File: config.mk
export PLATFORM = sky130hd
export DESIGN_NAME = wdt_two_stage
export DESIGN_NICKNAME = d
export VERILOG_FILES = /design/src/rtl/wdt_pkg.sv /design/src/rtl/wdt_prescaler.sv /design/src/rtl/wdt_stage_fsm.sv /design/src/rtl/wdt_two_stage.sv
export SDC_FILE = /design/constraint.sdc
export NUM_CORES = 1
export LEC_CHECK = 0
export CORE_ASPECT_RATIO = 0.7
export CORE_MARGIN = 1
export CORE_UTILIZATION = 39
export CTS_CLUSTER_SIZE = 28
export DETAILED_ROUTE_END_ITERATION = 8
export DONT_BUFFER_PORTS = 1
export PLACE_DENSITY_LB_ADDON = 0.05
export SETUP_SLACK_MARGIN = 0.15
export SLEW_MARGIN = 10
export SYNTH_ARGS = -nofsm -noshare
export SYNTH_HDL_FRONTEND = slang
export SYNTH_SLANG_ARGS = --single-unit
File: constraint.sdc
create_clock -name clk -period 3.25 [get_ports clk]
set_input_delay 0.1625 -clock clk [delete_from_list [all_inputs] [get_ports clk]]
set_output_delay 0.1625 -clock clk [all_outputs]
set_load 0.03 [all_outputs]
File: src/rtl/wdt_pkg.sv
package wdt_pkg;
    typedef enum logic [1:0] {
        ST_OFF    = 2'd0,
        ST_STAGE1 = 2'd1,
        ST_STAGE2 = 2'd2,
        ST_SPENT  = 2'd3
    } wdt_stage_t;

    typedef enum logic [1:0] {
        ACT_NONE  = 2'b00,
        ACT_IRQ   = 2'b01,
        ACT_SMI   = 2'b10,
        ACT_RESET = 2'b11
    } wdt_action_t;

    localparam logic [2:0] ADR_TIMEOUT = 3'h0;
    localparam logic [2:0] ADR_CONFIG  = 3'h2;
    localparam logic [2:0] ADR_STATUS  = 3'h4;
endpackage

File: src/rtl/wdt_prescaler.sv
module wdt_prescaler #(
    parameter int PRES_W   = 4,
    parameter int PRES_MAX = 13,
    localparam int DIV_W   = (PRES_MAX > 0) ? PRES_MAX : 1
) (
    input  logic              clk,
    input  logic              rst_n,
    input  logic              tick_i,
    input  logic              clear_i,
    input  logic [PRES_W-1:0] pres_i,
    output logic              step_o
);
    logic [DIV_W-1:0] div_q;
    logic [DIV_W-1:0] mask;

    always_comb begin
        mask = '0;
        for (int i = 0; i < DIV_W; i++) begin
            if (i < int'(pres_i)) mask[i] = 1'b1;
        end
    end

    assign step_o = tick_i && ((div_q & mask) == mask);

    always_ff @(posedge clk or negedge rst_n) begin
        if (!rst_n)       div_q <= '0;
        else if (clear_i) div_q <= '0;
        else if (tick_i)  div_q <= div_q + 1'b1;
    end
endmodule

File: src/rtl/wdt_stage_fsm.sv
module wdt_stage_fsm
    import wdt_pkg::*;
#(
    parameter int CNT_W = 16
) (
    input  logic             clk,
    input  logic             rst_n,
    input  logic             load_i,
    input  logic [CNT_W-1:0] load_val_i,
    input  logic [CNT_W-1:0] reload_val_i,
    input  logic             step_i,
    output logic             fire1_o,
    output logic             fire2_o,
    output wdt_stage_t       stage_o
);
    wdt_stage_t       state_q, state_d;
    logic [CNT_W-1:0] cnt_q;
    logic             at_end;

    assign at_end = step_i && (cnt_q == CNT_W'(1));

    always_comb begin
        state_d = state_q;
        if (load_i) begin
            state_d = (load_val_i == '0) ? ST_OFF : ST_STAGE1;
        end else begin
            unique case (state_q)
                ST_OFF:    state_d = ST_OFF;
                ST_STAGE1: if (at_end) state_d = ST_STAGE2;
                ST_STAGE2: if (at_end) state_d = ST_SPENT;
                ST_SPENT:  state_d = ST_SPENT;
            endcase
        end
    end

    always_ff @(posedge clk or negedge rst_n) begin
        if (!rst_n) state_q <= ST_OFF;
        else        state_q <= state_d;
    end

    always_ff @(posedge clk or negedge rst_n) begin
        if (!rst_n) begin
            cnt_q <= '0;
        end else if (load_i) begin
            cnt_q <= load_val_i;
        end else if (step_i && (state_q == ST_STAGE1 || state_q == ST_STAGE2)) begin
            if (cnt_q == CNT_W'(1) && state_q == ST_STAGE1) cnt_q <= reload_val_i;
            else                                            cnt_q <= cnt_q - 1'b1;
        end
    end

    always_comb begin
        fire1_o = 1'b0;
        fire2_o = 1'b0;
        unique case (state_q)
            ST_OFF:    ;
            ST_STAGE1: fire1_o = at_end && !load_i;
            ST_STAGE2: fire2_o = at_end && !load_i;
            ST_SPENT:  ;
        endcase
    end

    assign stage_o = state_q;
endmodule

File: src/rtl/wdt_two_stage.sv
module wdt_two_stage
    import wdt_pkg::*;
#(
    parameter int CNT_W    = 16,
    parameter int PRES_W   = 4,
    parameter int PRES_MAX = 13,
    parameter int ADDR_W   = 3
) (
    input  logic              clk,
    input  logic              rst_n,
    input  logic              tick_i,
    input  logic [ADDR_W-1:0] addr_i,
    input  logic              wr_en_i,
    input  logic [15:0]       wr_data_i,
    output logic [15:0]       rd_data_o,
    output logic              irq_o,
    output logic              smi_o,
    output logic              rst_req_o
);
    logic [CNT_W-1:0]  timeout_q;
    logic [PRES_W-1:0] pres_q;
    wdt_action_t       act1_q, act2_q;
    logic              pd_q;
    logic              ovf_q, irq_q, smi_q, rstf_q;

    logic wr_tmo, wr_cfg, wr_sts;
    logic step, fire1, fire2, eff_tick;
    wdt_action_t fired;
    wdt_stage_t  stage;

    assign wr_tmo   = wr_en_i && (addr_i == ADDR_W'(ADR_TIMEOUT));
    assign wr_cfg   = wr_en_i && (addr_i == ADDR_W'(ADR_CONFIG));
    assign wr_sts   = wr_en_i && (addr_i == ADDR_W'(ADR_STATUS));
    assign eff_tick = tick_i && !pd_q;

    wdt_prescaler #(.PRES_W(PRES_W), .PRES_MAX(PRES_MAX)) u_pres (
        .clk(clk), .rst_n(rst_n), .tick_i(eff_tick), .clear_i(wr_tmo),
        .pres_i(pres_q), .step_o(step)
    );

    wdt_stage_fsm #(.CNT_W(CNT_W)) u_fsm (
        .clk(clk), .rst_n(rst_n), .load_i(wr_tmo),
        .load_val_i(wr_data_i[CNT_W-1:0]), .reload_val_i(timeout_q),
        .step_i(step), .fire1_o(fire1), .fire2_o(fire2), .stage_o(stage)
    );

    always_comb begin
        fired = ACT_NONE;
        if (fire1)      fired = act1_q;
        else if (fire2) fired = act2_q;
    end

    always_ff @(posedge clk or negedge rst_n) begin
        if (!rst_n) begin
            timeout_q <= '0;
            pres_q    <= '0;
            act1_q    <= ACT_NONE;
            act2_q    <= ACT_NONE;
            pd_q      <= 1'b0;
        end else begin
            if (wr_tmo) timeout_q <= wr_data_i[CNT_W-1:0];
            if (wr_cfg) begin
                pres_q <= (wr_data_i[PRES_W-1:0] > PRES_W'(PRES_MAX))
                          ? PRES_W'(PRES_MAX) : wr_data_i[PRES_W-1:0];
                act1_q <= wdt_action_t'(wr_data_i[5:4]);
                act2_q <= wdt_action_t'(wr_data_i[7:6]);
                pd_q   <= wr_data_i[8];
            end
        end
    end

    always_ff @(posedge clk or negedge rst_n) begin
        if (!rst_n) begin
            ovf_q  <= 1'b0;
            irq_q  <= 1'b0;
            smi_q  <= 1'b0;
            rstf_q <= 1'b0;
        end else begin
            if (wr_sts && wr_data_i[0])  ovf_q <= 1'b0;
            if (wr_sts && !wr_data_i[0]) begin
                irq_q  <= 1'b0;
                smi_q  <= 1'b0;
                rstf_q <= 1'b0;
            end
            if (fire1) ovf_q <= 1'b1;
            unique case (fired)
                ACT_NONE:  ;
                ACT_IRQ:   irq_q  <= 1'b1;
                ACT_SMI:   smi_q  <= 1'b1;
                ACT_RESET: rstf_q <= 1'b1;
            endcase
        end
    end

    always_comb begin
        rd_data_o = '0;
        if (addr_i == ADDR_W'(ADR_TIMEOUT)) rd_data_o[CNT_W-1:0] = timeout_q;
        else if (addr_i == ADDR_W'(ADR_CONFIG))
            rd_data_o[8:0] = {pd_q, act2_q, act1_q, 4'(pres_q)};
        else if (addr_i == ADDR_W'(ADR_STATUS))
            rd_data_o[3:0] = {rstf_q, smi_q, irq_q, ovf_q};
    end

    assign irq_o     = irq_q;
    assign smi_o     = smi_q;
    assign rst_req_o = rstf_q;
endmodule

## Yosys cells after proc, flatten, opt, wreduce, memory -nomap -nowiden

Index checks and enable logic that the tools add are counted.
W data, S select, Z words.

- Add/subtract/negate cells: 2
- Magnitude comparators: 14
- Equality and inequality tests: 12
- Multiplexer cells: 39
- Bitwise gates (word level): 1
- Reductions and logical operators: 25

Operators with widths:

| cell | count |
|---|---|
| $mux W16 | 3 |
| $mux W13 | 2 |
| $mux W1 | 22 |
| $lt A4 B4 Y1 const A | 5 |
| $eq A16 B1 Y1 const B | 1 |
| $logic_not A16 Y1 | 1 |
| $lt A3 B4 Y1 const A | 4 |
| $sub A16 B1 Y16 const B | 1 |
| $add A13 B1 Y13 const B | 1 |
| $and A13 B13 Y13 | 1 |
| $eq A13 B13 Y1 | 1 |
| $mux W4 | 3 |
| $reduce_bool A2 Y1 | 6 |
| $logic_and A1 B1 Y1 | 11 |
| $mux W2 | 5 |
| $mux W9 | 1 |
| $eq A2 B2 Y1 const B | 4 |
| $lt A1 B4 Y1 const A | 2 |
| $lt A2 B4 Y1 const A | 2 |
| $pmux W2 S4 | 1 |
| $mux W7 | 1 |
| $ne A3 B1 Y1 const B | 2 |
| $mux W5 | 1 |
| $eq A2 B1 Y1 const B | 2 |
| other kinds (8) | 10 |

- Bits in registers: 60
- Output and inout port bits: 19
- Logic and storage cells: 105

## Depth between registers and ports, before layout

- Depth after elaboration: 12
- Depth in mapped cells: 10
- Mapped depth without buffers: 8

## Cells and area by module

A second synthesis with hierarchy kept.

- Cells, all modules: 371
- Area total of the unflattened synthesis: 3672.3 sq um

By module, submodules not included:

| module | instances | cells an instance | area an instance (sq um) |
|---|---|---|---|
| wdt_two_stage | 1 | 117 | 1450.1 |
| wdt_stage_fsm | 1 | 169 | 1412.6 |
| wdt_prescaler | 1 | 85 | 809.5 |

## Least setup slack after synthesis

Ideal clock, no wire load.

- Kind: register to register
- Start point: register u_fsm.state_q[1], in the netlist u_fsm.stage_o[1]
- End point: register u_fsm.cnt_q[12]
- Data arrival time: 2.032 ns
- Required time: 3.184 ns
- Path slack: 1.152 ns
- Stages on the path, launching flop included: 11
- Path buffers: 2
- Period minus slack after synthesis: 2.098 ns
- Path through: dfrtp_1 > inv_1 > ha_1 > clkbuf_1 > nor4b_1 > nand4_1 > clkbuf_1 > nand2_1 > nor2_1 > a31oi_1 > o22a_1

- Word-level cells in the longest chain between the ends: 5

Ends and longest elaborated chain:

| what | line | text |
|---|---|---|
| start, declared | wdt_stage_fsm.sv:16 | `wdt_stage_t state_q, state_d;` |
| start signal, assigned | wdt_stage_fsm.sv:38 | `else state_q <= state_d;` |
| $eq A2 B1 Y1 | wdt_stage_fsm.sv:46, wdt_stage_fsm.sv:47 |  |
| $logic_and A1 B1 Y1 | wdt_stage_fsm.sv:47 | `if (cnt_q == CNT_W'(1) && state_q == ST_STAGE1) cnt_q <= reload_val_i;` |
| $mux W16 | wdt_stage_fsm.sv:47 |  |
| $mux W16 | wdt_stage_fsm.sv:46 | `end else if (step_i && (state_q == ST_STAGE1 \|\| state_q == ST_STAGE2)) begin` |
| $mux W16 | wdt_stage_fsm.sv:44 | `end else if (load_i) begin` |
| end signal, assigned | wdt_stage_fsm.sv:45 | `cnt_q <= load_val_i;` |
| end signal, assigned | wdt_stage_fsm.sv:47 |  |
| end signal, assigned | wdt_stage_fsm.sv:48 | `else cnt_q <= cnt_q - 1'b1;` |
| end, declared | wdt_stage_fsm.sv:17 | `logic [CNT_W-1:0] cnt_q;` |

Parallel ways exist; a longest one is shown, timed or not. The select of a mux whose other input is x is not followed.
A chain may end at the register's enable or synchronous reset.

## Worst setup path in the final report

- Start point: register u_fsm.state_q[1], in the netlist u_fsm.stage_o[1]
- End point: register u_fsm.cnt_q[9]

The elaborated chain is that of the path after synthesis.

==> metrics.txt <==
Hold Fails Final Rpt=0; Async SR Flop Fraction=1.00; crit-path max cell delay=0.47 ns; critical path peak fanout=11; syn nets=between 400 and 500; WL/cell=18.2 µm; largest net degree at the start of global routing=61; share of post-route cells with drive strength above 1=0.0998; Max Root-Sink Buffers=2; vias in the first global route=2,925; global-route wire length before repair=between 15,000 and 20,000 µm; Reg clk slew, reported paths=0.05 ns; GPL Wtd Cong=between 0.8 and 0.9; Site Rows=28; Hold Path Class=input pin to flop; setup TNS=0 ns; r2r setup slk=0.68 ns; number of enable flip-flop cells after synthesis=0; Crit path top cell by count=o21ai_0; routed wire length=9830 µm; DRT Pass-1 Iters=4; Post-DP Area=~3600 µm²; worst r2r src=u_fsm.stage_o[1]; die area=9440 µm²; Final min period=2.57 ns; Max Freq=389 MHz; unrepaired setup endpoints after global routing=false; pwr dens=between 700 and 800 nW/µm²; Antenna Cells=0; Hold Crit Depth=2; worst-path cell chain=inv_1 > ha_1 > nor4b_1 > nand4_1 > nand2_1 > a31oi_1 > o21ai_0 > o21ai_0; post-synthesis adder-cell area fraction=0.0248; area delta synth->final=16.9%; CTS sink count=60; FF-to-FF End=u_fsm.cnt_q[9]; complex-gate fraction of the synthesized area=0.132; Synth Register Bits=60; worst-margin pin slew=0.939 ns; Core Region=8620 µm²; Ys Warns=0; worst vdd ir=0.397 mV; nets@finish=446; starting density of the core=0.410; Pleak=approximately 1.8 nW; Slowest-stage cell, CP=nand2_1; synthesized area per cell=8.72 µm²; Setup Viol. Count Final=0; multiplexer share of the synthesized area=0.0766; PortBufs=0; Distinct cells, synth=between 50 and 60; post-synthesis sequential area ratio=0.425; CTS resizes=0; Root Driver=clkbuf_16; clk_skew=0.00380 ns; Setup CP Type=flop to flop; Cell Area, Synth=approximately 3500 µm²; main flop type after synthesis=dfrtp_1; critical path's top delay family=simple AND/OR/NAND/NOR gates; Tcrit/Tclk final=0.791; Slew headroom=0.372; commonest cells after routing, fill and taps aside=dfrtp_1, nand2_1, nor2_1; Setup crit start kind=flop; Cells after Synth=405; Fin Hold WS=0.0145 ns; 1st-iter DRT viols=175; Synth Area in XOR/XNOR=0.0422; main combinational cell family by area after synthesis=simple AND/OR/NAND/NOR gates; final slew viol count=0; initial antenna violation count=1; Die W=116 µm; I/O pin cnt=42; CTS buffer count=9; worst skew pair latency=0.33 ns; Setup crit end kind=flop; vias per cell=roughly 5.5; Hold Crit Start=wr_data_i[9]; number of post-CTS setup repair buffers=0; status=finished, final reports clean; Routed Antenna Nets=0; CP required=3.43 ns; maxcap violations=0; Hold Path End=timeout_q[9]; CTS H-tree lvls=3; global route total overflow=0; DP HPWL=between 6000 and 7000 µm; CP Buf/Inv Count=1; CTS tree=yes; total track usage=0.229; critical path data arrival time=2.75 ns; via total after detailed routing=around 3,000; area share of and/or/nand/nor cells after synthesis=0.264; R2R depth=8; Design Area, Final=4130 µm²; commonest non-fill, non-tap cell in the layout=dfrtp_1; height of the die=81.6 µm; DRC=0
-- sequential cells by signal, summed over array words and instances, names as in the netlist --
register,count
act1_q,2
act2_q,2
irq_o,1
ovf_q,1
pd_q,1
pres_q,4
rst_req_o,1
smi_o,1
timeout_q,16
u_fsm.cnt_q,16
u_fsm.stage_o,2
u_pres.div_q,13
-- Yosys cell counts, types with 3 or more instances --
cell | number | area (µm²)
nand2_1 | 58 | 218
clkbuf_1 | 13 | 48.8
xnor2_1 | 9 | 78.8
mux2i_1 | 18 | 180
o21ai_0 | 17 | 85.1
ha_1 | 7 | 87.6
dfrtp_1 | 60 | 1500
nor3b_1 | 3 | 22.5
mux2_2 | 8 | 90.1
nand3_1 | 12 | 60.1
xor2_1 | 8 | 70.1
and2_1 | 9 | 56.3
a21oi_1 | 31 | 155
nor2_1 | 56 | 210
inv_1 | 10 | 37.5
nand4_1 | 8 | 50.1
nor2b_1 | 5 | 31.3
nor4_1 | 5 | 31.3
nor3_1 | 6 | 30.0
a31oi_1 | 8 | 50.1
o21ai_1 | 7 | 35.0
buf_2 | 6 | 30.0
-- how the worst max path moves through the flow --
stage                           startpoint               to  slack [ns]  cells after the start
after floorplan           u_fsm.stage_o[1]  u_fsm.cnt_q[12]        1.15                     10
after global placement      u_fsm.cnt_q[6]  u_fsm.cnt_q[14]        0.79                      6
after detailed placement    u_fsm.cnt_q[6]  u_fsm.cnt_q[14]        0.72                      6
after CTS                 u_fsm.stage_o[1]   u_fsm.cnt_q[9]        0.69                      8
after global routing      u_fsm.stage_o[1]   u_fsm.cnt_q[9]        0.40                      8
final                     u_fsm.stage_o[1]   u_fsm.cnt_q[9]        0.68                      8
-- power breakdown --
part	switching (mW)	internal, mW	leakage [nW]
Clock	0.343	0.688	0.159
Combinational	0.426	0.366	0.913
Sequential	0.263	0.926	0.761
Total	1.03	1.98	1.83
-- layer usage --
layer  track usage  share of wire  up-vias
li1              -              -     1446
met1         0.338           0.51     1434
met2         0.324           0.41       79
met3        0.0635          0.069        7
met4        0.0654         0.0095        0
met5             0              0        -
-- cell type report --
type                    count  area (µm²)
well taps                 120         150
clock inverters             5        75.1
inverters                  10        37.5
multi-input cells         314        1910
repair buffers             21         213
clock buffers              11         243
fillers                   862        4490
flip-flops and latches     60        1500
-- timing repair --
item                                   in CTS  in global routing
endpoints found under the hold margin      92                  0
hold buffers                               15                  0
setup endpoints to repair                   0                  0
-- kinds of logic after synthesis --
| kind of cell | count (synthesis) |
|---|---|
| simple gates | 185 |
| xor+xnor | 17 |
| fa+ha+maj | 7 |
| compound gates | 79 |
| mux | 26 |
| flops | 60 |
| buf+inv | 31 |
-- stage by stage --
step           cells  worst slack [ns]  utilization  power, mW
2_1_floorplan    405              1.15            -       1.76
3_3_place_gp     510             0.788        0.422       1.94
3_5_place_dp     510             0.718        0.422       1.94
4_1_cts          541             0.686        0.479       3.03
5_1_grt          541             0.405        0.479       3.20
6_report         541             0.680        0.479       3.01
Note: power is estimated with default switching activity, not from simulation.
